[config.mk]
export PLATFORM = sky130hd
export DESIGN_NAME = ialu_stage
export DESIGN_NICKNAME = d
export VERILOG_FILES = /design/src/rtl/ialu_pkg.sv /design/src/rtl/ialu_rst_sync.sv /design/src/rtl/ialu_decode.sv /design/src/rtl/ialu_exec.sv /design/src/rtl/ialu_stage.sv
export SDC_FILE = /design/constraint.sdc
export NUM_CORES = 1
export LEC_CHECK = 0
export BUFFER_PORTS_ARGS = -buffer_cell sky130_fd_sc_hd__buf_2
export CAP_MARGIN = 20
export CORE_ASPECT_RATIO = 0.8
export CORE_MARGIN = 1.5
export CORE_UTILIZATION = 60
export DETAILED_ROUTE_END_ITERATION = 6
export PLACE_DENSITY = 0.83
export SLEW_MARGIN = 20
export SYNTH_ARGS = -nofsm -noshare
export SYNTH_HDL_FRONTEND = slang
export SYNTH_SLANG_ARGS = --single-unit
[constraint.sdc]
create_clock -name clk -period 8.85 [get_ports clk]
set_input_delay 0.4425 -clock clk [delete_from_list [all_inputs] [get_ports clk]]
set_output_delay 0.4425 -clock clk [all_outputs]
set_load 0.05 [all_outputs]
[src/rtl/ialu_pkg.sv]
package ialu_pkg;
  localparam int unsigned OPW = 6;
  localparam int unsigned NREG = 4;
  localparam int unsigned SELW = 2;

  localparam logic [SELW-1:0] IDX_A = 2'd0;
  localparam logic [SELW-1:0] IDX_B = 2'd1;
  localparam logic [SELW-1:0] IDX_C = 2'd2;
  localparam logic [SELW-1:0] IDX_D = 2'd3;

  // upper five bits of the code; bit 0 chooses C (0) or D (1)
  localparam logic [OPW-2:0] GRP_NOP = 5'h00;
  localparam logic [OPW-2:0] GRP_AND = 5'h01;
  localparam logic [OPW-2:0] GRP_SHL = 5'h17;
  localparam logic [OPW-2:0] GRP_SHR = 5'h18;
  localparam logic [OPW-2:0] GRP_ADD = 5'h1A;
  localparam logic [OPW-2:0] GRP_SUB = 5'h1B;

  typedef enum logic [2:0] {
    K_NOP, K_AND, K_ADD, K_SUB, K_SHL, K_SHR
  } kind_e;

  typedef struct packed {
    kind_e kind;
    logic  alt;   // 1: partner register is D
  } dec_t;
endpackage

[src/rtl/ialu_rst_sync.sv]
module ialu_rst_sync (
  input  logic clk,
  input  logic rst_n,
  output logic rst_q_n
);
  logic s1_q;

  always_ff @(posedge clk or negedge rst_n) begin
    if (!rst_n) begin
      s1_q    <= 1'b0;
      rst_q_n <= 1'b0;
    end else begin
      s1_q    <= 1'b1;
      rst_q_n <= s1_q;
    end
  end
endmodule

[src/rtl/ialu_decode.sv]
module ialu_decode
  import ialu_pkg::*;
(
  input  logic [OPW-1:0] op,
  output dec_t           dec
);
  always_comb begin
    dec.alt = op[0];
    unique case (op[OPW-1:1])
      GRP_AND: dec.kind = K_AND;
      GRP_ADD: dec.kind = K_ADD;
      GRP_SUB: dec.kind = K_SUB;
      GRP_SHL: dec.kind = K_SHL;
      GRP_SHR: dec.kind = K_SHR;
      default: dec.kind = K_NOP;
    endcase
  end
endmodule

[src/rtl/ialu_exec.sv]
module ialu_exec
  import ialu_pkg::*;
#(
  parameter int unsigned DW = 32,
  parameter int unsigned NW = 24
) (
  input  dec_t          dec,
  input  logic [DW-1:0] a_i,
  input  logic [DW-1:0] c_i,
  input  logic [DW-1:0] d_i,
  output logic [DW-1:0] res,
  output logic          wr_a,
  output logic          wr_acc,
  output logic          flag_we,
  output logic          z_o,
  output logic          n_o,
  output logic          cy_o
);
  localparam int unsigned SHW = $clog2(DW);
  localparam int unsigned HW  = DW - NW;

  logic [DW-1:0]  acc;
  logic [SHW-1:0] shamt;
  logic [NW:0]    sum;
  logic [NW:0]    dif;

  always_comb begin
    acc   = dec.alt ? d_i : c_i;
    shamt = acc[SHW-1:0];
    sum   = {1'b0, acc[NW-1:0]} + {1'b0, a_i[NW-1:0]};
    dif   = {1'b0, acc[NW-1:0]} - {1'b0, a_i[NW-1:0]};
  end

  always_comb begin
    res     = '0;
    wr_a    = 1'b0;
    wr_acc  = 1'b0;
    flag_we = 1'b0;
    unique case (dec.kind)
      K_AND: begin res = acc & a_i;                  wr_acc = 1'b1; end
      K_ADD: begin res = {{HW{1'b0}}, sum[NW-1:0]};  wr_acc = 1'b1; end
      K_SUB: begin
        res     = {{HW{1'b0}}, dif[NW-1:0]};
        wr_acc  = 1'b1;
        flag_we = 1'b1;
      end
      K_SHL: begin res = a_i << shamt; wr_a = 1'b1; end
      K_SHR: begin res = a_i >> shamt; wr_a = 1'b1; end
      default: ;
    endcase
  end

  assign z_o  = (dif[NW-1:0] == '0);
  assign n_o  = dif[NW-1];
  assign cy_o = dif[NW];
endmodule

[src/rtl/ialu_stage.sv]
module ialu_stage
  import ialu_pkg::*;
#(
  parameter int unsigned DW = 32,
  parameter int unsigned NW = 24
) (
  input  logic           clk,
  input  logic           rst_n,
  input  logic           op_valid,
  input  logic [5:0]     op_code,
  input  logic           ld_en,
  input  logic [1:0]     ld_sel,
  input  logic [DW-1:0]  ld_data,
  output logic [DW-1:0]  reg_a,
  output logic [DW-1:0]  reg_b,
  output logic [DW-1:0]  reg_c,
  output logic [DW-1:0]  reg_d,
  output logic           flag_z,
  output logic           flag_n,
  output logic           flag_c
);
  localparam int unsigned SHW = $clog2(DW);

  logic           rst_i_n;
  dec_t           dec;
  logic [DW-1:0]  res;
  logic           wr_a, wr_acc, flag_we, z_n, n_n, c_n;
  logic           op_go;
  logic [DW-1:0]  regs_q   [NREG];
  logic [DW-1:0]  regs_nxt [NREG];
  logic           regs_en  [NREG];
  logic           flg_en;

  ialu_rst_sync u_sync (.clk(clk), .rst_n(rst_n), .rst_q_n(rst_i_n));

  ialu_decode u_dec (.op(op_code), .dec(dec));

  ialu_exec #(.DW(DW), .NW(NW)) u_exe (
    .dec(dec), .a_i(regs_q[IDX_A]), .c_i(regs_q[IDX_C]), .d_i(regs_q[IDX_D]),
    .res(res), .wr_a(wr_a), .wr_acc(wr_acc), .flag_we(flag_we),
    .z_o(z_n), .n_o(n_n), .cy_o(c_n)
  );

  assign op_go = op_valid && !ld_en;

  for (genvar gi = 0; gi < NREG; gi++) begin : g_reg
    logic op_hit;
    always_comb begin
      if (gi == IDX_A)      op_hit = wr_a;
      else if (gi == IDX_C) op_hit = wr_acc && !dec.alt;
      else if (gi == IDX_D) op_hit = wr_acc &&  dec.alt;
      else                  op_hit = 1'b0;
      regs_en[gi]  = (ld_en && (ld_sel == gi[SELW-1:0])) || (op_go && op_hit);
      regs_nxt[gi] = ld_en ? ld_data : res;
    end

    always_ff @(posedge clk or negedge rst_i_n) begin
      if (!rst_i_n)         regs_q[gi] <= '0;
      else if (regs_en[gi]) regs_q[gi] <= regs_nxt[gi];
    end
  end

  assign flg_en = op_go && flag_we;

  always_ff @(posedge clk or negedge rst_i_n) begin
    if (!rst_i_n) begin
      flag_z <= 1'b0;
      flag_n <= 1'b0;
      flag_c <= 1'b0;
    end else if (flg_en) begin
      flag_z <= z_n;
      flag_n <= n_n;
      flag_c <= c_n;
    end
  end

  assign reg_a = regs_q[IDX_A];
  assign reg_b = regs_q[IDX_B];
  assign reg_c = regs_q[IDX_C];
  assign reg_d = regs_q[IDX_D];

  // load lands in the selected register
  assert_load_R2: assert property (@(posedge clk) disable iff (!rst_i_n)
    ld_en |=> (regs_q[$past(ld_sel)] == $past(ld_data)));

  // flags only move on a valid subtract
  assert_flags_hold_R10: assert property (@(posedge clk) disable iff (!rst_i_n)
    !(op_go && op_code[5:1] == GRP_SUB) |=> $stable({flag_z, flag_n, flag_c}));

  assert_add_upper_R5: assert property (@(posedge clk) disable iff (!rst_i_n)
    (op_go && op_code[5:1] == GRP_ADD) |=>
      (($past(op_code[0]) ? reg_d[DW-1:NW] : reg_c[DW-1:NW]) == '0));

  assert_shr_c_R8: assert property (@(posedge clk) disable iff (!rst_i_n)
    (op_go && op_code == 6'h30) |=> (reg_a == ($past(reg_a) >> $past(reg_c[SHW-1:0]))));

  assert_b_only_load_R9: assert property (@(posedge clk) disable iff (!rst_i_n)
    !(ld_en && ld_sel == IDX_B) |=> $stable(reg_b));

  assert_sub_equal_R6: assert property (@(posedge clk) disable iff (!rst_i_n)
    (op_go && op_code == 6'h36 && reg_c[NW-1:0] == reg_a[NW-1:0]) |=> (flag_z && !flag_c && !flag_n));
endmodule

---- After elaboration in Yosys (flattened, before gate mapping) ----
Cells that the tools add are included.
W data, S select, Z words.
word-level totals
  register bits after elaboration ......... 133
  input port bits ......................... 44
  word-level logic and storage cells ...... 54
cells by class
  add/subtract/negate cells ............... 2
  eq/ne operators ......................... 13
  shift-type cells ........................ 2
  multiplexer cells ....................... 7
  bitwise logic cells ..................... 1
  reduce and logical (&&, ||, !) cells .... 20
operators by type and width
  operator              number
  $pmux W32 S5          1
  $mux W32              2
  $and A32 B32 Y32      1
  $shl A32 B5 Y32       1
  $shr A32 B5 Y32       1
  $sub A24 B24 Y25      1
  $add A24 B24 Y24      1
  $logic_not A24 Y1     1
  $eq A5 B5 Y1 const B  4
  $pmux W3 S5           1
  $logic_and A1 B1 Y1   11
  $eq A3 B2 Y1 const B  2
  $eq A3 B3 Y1 const B  2
  $eq A5 B1 Y1 const B  1
  $eq A2 B2 Y1 const B  2
  $eq A3 B1 Y1 const B  1
  $logic_or A1 B1 Y1    3
  $mux W1               3
  $reduce_or A3 Y1      1
  $eq A2 B1 Y1 const B  1
  $logic_not A1 Y1      2
  $logic_not A2 Y1      1
  $reduce_or A2 Y1      1

---- Logic depth before layout (Yosys ltp) ----
  depth in word-level cells ............... 8
  gate-level depth with buffers ........... 17
  depth with buffers taken out ............ 13

---- Hierarchy ----
Synthesis repeated with hierarchy kept, for this count alone.
second synthesis, totals
  cells, all modules ...................... 1,375
  area, all modules ....................... 12,693.4 sq um
by module, submodules not included
  module         times used  cells each  area each (sq um)  seq. area each (sq um)
  ialu_exec      1           1,042       7,008.0            0.0
  ialu_stage     1           321         5,552.8            3,278.1
  ialu_decode    1           9           78.8               0.0
  ialu_rst_sync  1           3           53.8               50.0

---- Least setup slack after synthesis ----
OpenSTA, ideal clock, no wires.
  kind .................................... input-to-reg
  from .................................... input port op_code[0]
  to ...................................... register flag_z
  arrival time ............................ 4.600 ns
  required time ........................... 8.758 ns
  slack ................................... 4.158 ns
  stages on the path ...................... 16
  cell sequence ........................... buf_4 buf_1 buf_1 clkbuf_1 mux2_2 ha_1 buf_6 a21oi_2 o21ai_2 or2_1 o21a_4 a21oi_2 xnor2_1 or4_1 or4_1 o31ai_2
on the way
  word-level cells in the longest chain between the ends .. 3
RTL lines
  what                  line              text
  start, declared       ialu_stage.sv:10  input logic [5:0] op_code,
  $mux W32              ialu_exec.sv:28   acc = dec.alt ? d_i : c_i;
  $sub A24 B24 Y25      ialu_exec.sv:31   dif = {1'b0, acc[NW-1:0]} - {1'b0, a_i[NW-1:0]};
  $logic_not A24 Y1     ialu_exec.sv:53   assign z_o = (dif[NW-1:0] == '0);
  end signal, assigned  ialu_stage.sv:71  flag_z <= z_n;
  end, declared         ialu_stage.sv:18  output logic flag_z,
No other way between the ends.
A chain may end at the register's enable or synchronous reset.

---- Worst setup path in the final report ----
Same ends and word-level chain as after synthesis.

==> results by group <==
Outcome
  – Status: complete, but fails checks
  – Failing checks: DRC

STA
  – Final setup fails: 0
  – Slew @ Worst Pin: around 1300 ps
  – Fin. Hold Viols: 0
  – Post-layout min period: approximately 5000 ps
  – Setup TNS: 0 ps
  – Slew headroom: 12.1%
  – Max Clock Freq: 0.199 GHz
  – Clk_skew: 14.6 ps
  – Period Utilization, post-route: a little under three fifths
  – Setup slack after layout: 3840 ps
  – RSZ-0062 raised after global routing: false
  – Fin. max-slew vios: 0

Min path
  – Worst Hold Depth: 2
  – Hold endpoint: reg_b[24]
  – Worst Hold Class: input pin to flip-flop
  – HP Start: ld_data[24]

Yosys
  – Most used DFF post-synth: dfrtp_1
  – Syn_nets: ~1.5k
  – Async SR Flop Fraction: 100%
  – Syn Area/Cell: 8.71 um2
  – Post-Syn Instances: roughly 1.4k
  – Seq cells post-synth: ~130
  – Register area share after synthesis: between 20% and 30%
  – Distinct cell type count after synthesis: between 90 and 100
  – EDFF count, synth: 0
  – Netlist Area Pre-Place: around 12,000 um2
  – Count of warnings emitted by yosys: 0

Route
  – Detailed-route vias per instance: between 7 and 8
  – Routed wire length: about 54,000 um
  – Post-route ant nets: 0
  – Routed via count: about 14k
  – DR iter-0 viols: between 2k and 2.5k
  – Routed len/inst: a little under 30 um
  – Drt pass-1 iters: 7
  – DRC: 26

CTS
  – Clock-pin transition on the worst setup and hold timing paths: 80 ps
  – Post-CTS resize count: 0
  – CTS HTree Levels: 4
  – Num CTS Buffers: 17
  – Post-CTS setup buffer count: 0
  – Clk Latency, worst-skew pair: between 400 and 500 ps
  – Clk root buf: clkbuf_16
  – CTS hold repair buffers: 1
  – CTS Sinks: between 100 and 150
  – CTS tree: yes
  – Clock buffer depth: 2

GRT
  – Total track usage: between 40% and 50%
  – Gr ovfl total: 0
  – Initial antenna violation count: 3
  – Largest net degree at the start of global routing: a little under 70
  – Global-route wire length before repair: between 80,000 and 90,000 um
  – Vias in the first global route: 12.7k

Critical path
  – Worst path max stage delay: 610 ps
  – Critical Path Slowest Stage Cell: buf_4
  – Flop2flop setup slack: between 4000 and 5000 ps
  – Crit. End Element: flip-flop
  – RR Startpoint: reg_d[1]
  – Startpoint Class: input pin
  – Crit-path cells: buf_2, buf_4, mux2i_4, buf_4, clkinv_1, buf_4, ha_1, nand2b_1, a21o_1, a211oi_1, nor3_4, xnor2_1, or4_1, or4_1, o31ai_2
  – WP data arrival: 5370 ps
  – Crit path buf inv count: 5
  – CP delay by family, top: buffers and inverters
  – Reg2Reg Depth: 13
  – WP data required: 9210 ps
  – Max FO, Critical Path: 50
  – Worst Setup Path Type: input pin to flip-flop
  – Reg-to-reg endpoint: flag_z
  – Most used cell, CP: buf_4

Place
  – Dpl cell area: roughly 13,000 um2
  – I/O Buffers: roughly 170
  – Post-DP HPWL: 39,800 um
  – Placed cells: about 1.8k
  – Dpl ws: ~3600 ps
  – Gpl congestion: approximately 1.1

Floorplanning
  – Die Y: around 130 um
  – Row count: 46
  – Die Width: 164 um
  – Initial Utilization: 62.0%
  – Die area: between 20,000 and 25,000 um2
  – IO Pins: roughly 180
  – CORE AREA: approximately 20,000 um2

Job
  – Max Cap Viol: 0

Power
  – Leak Pwr: between 6 and 7 nW
  – Peak VDD IR: roughly 180 uV
  – Cell Pwr Density: roughly 240 nW/um2
  – Total power: between 3 and 4 mW

Finish
  – Post-Layout Inst Area: 14,000 um2
  – Fraction of layout cells with a size suffix above 1: about a quarter
  – P&R area growth vs syn: 12.7%
  – Post-Layout Cell Count: around 1.8k
  – Nets: 1,646
-- state kept, by name (all words and copies together) (netlist names) --
register,flops
reg_d,32
reg_c,32
flag_c,1
reg_b,32
flag_n,1
u_sync.rst_q_n,1
reg_a,32
u_sync.s1_q,1
flag_z,1
-- layer usage --
| layer | global-route usage [%] | routed length, um | part of all wire [%] | vias up |
|---|---|---|---|---|
| met4 | 23.1 | 2880 | 5.3 | 2 |
| met2 | 69.6 | 22200 | 41 | 1244 |
| li1 | - | - | - | 5556 |
| met3 | 19.5 | 9010 | 17 | 248 |
| met1 | 67.5 | 20200 | 37 | 6476 |
| met5 | 0 | 16 | 0.029 | - |
-- stage by stage --
stage	util (%)	hold WS, ps
floorplan	-	147
global placement	66.7	227
detailed placement	66.7	236
CTS	69.8	249
global route	69.8	254
finish	69.8	241
-- where the power goes --
| group | internal [mW] | switching [mW] | total [mW] |
|---|---|---|---|
| clock network | 0.406 | 0.367 | 0.773 |
| registers | 0.692 | 0.140 | 0.832 |
| logic | 0.557 | 1.22 | 1.78 |
| total | 1.66 | 1.73 | 3.39 |
-- cells in the final DEF, fill, tap and decap left out, types with 26 or more instances in the layout --
cell      Yosys  routed
a21oi_1      73      73
nand2_1     164     164
o21ai_0      60      60
mux2i_1     144     143
mux2_2      109     109
xnor2_1      29      29
a211oi_1     26      26
inv_1        46      46
buf_2        19     174
nor2_1      116     114
dfrtp_1     133     132
nand3_1      35      35
ha_1         52      52
-- cell families after synthesis --
logic type	synth area share [%]
AOI/OAI and AO/OA	20.7
buffers and inverters	5.22
muxes	23.5
and+or+nand+nor	16.0
other	0.0301
adders and majority gates	5.55
xor gates and xnor gates	2.25
DFF	26.7
-- how the worst max path moves through the flow --
stage | from | end | slack (ps) | cells past startpoint
2_1_floorplan | op_code[0] | flag_z | 4160 | 16
3_3_place_gp | op_code[0] | flag_z | 3640 | 15
4_1_cts | op_code[0] | flag_z | 3980 | 15
3_5_place_dp | op_code[0] | flag_z | 3550 | 15
5_1_grt | op_code[0] | reg_c[17] | 3730 | 16
6_report | op_code[0] | flag_z | 3840 | 15
-- cell type report --
| type | instances | area (um2) |
|---|---|---|
| antenna | 4 | 10.0 |
| clock buffer | 17 | 425 |
| clock inverter | 15 | 184 |
| fill | 1581 | 6060 |
| inverter | 52 | 195 |
| multi-input combinational | 1148 | 8510 |
| sequential | 133 | 3330 |
| tap | 264 | 330 |
| timing repair buffer | 196 | 1040 |
-- Yosys cell counts (16+ instances only) --
library cell	instances	area (um2)
a211oi_1	26	195
a21oi_1	73	365
buf_2	19	95.1
clkbuf_1	55	206
dfrtp_1	133	3330
ha_1	52	651
inv_1	46	173
mux2_2	109	1230
mux2i_1	144	1440
nand2_1	164	616
nand3_1	35	175
nor2_1	116	435
nor2b_1	16	100
nor3_1	22	110
o211ai_1	22	165
o21ai_0	60	300
o221ai_1	19	166
o31ai_1	16	120
xnor2_1	29	254
(Power assumes the default switching activity.)
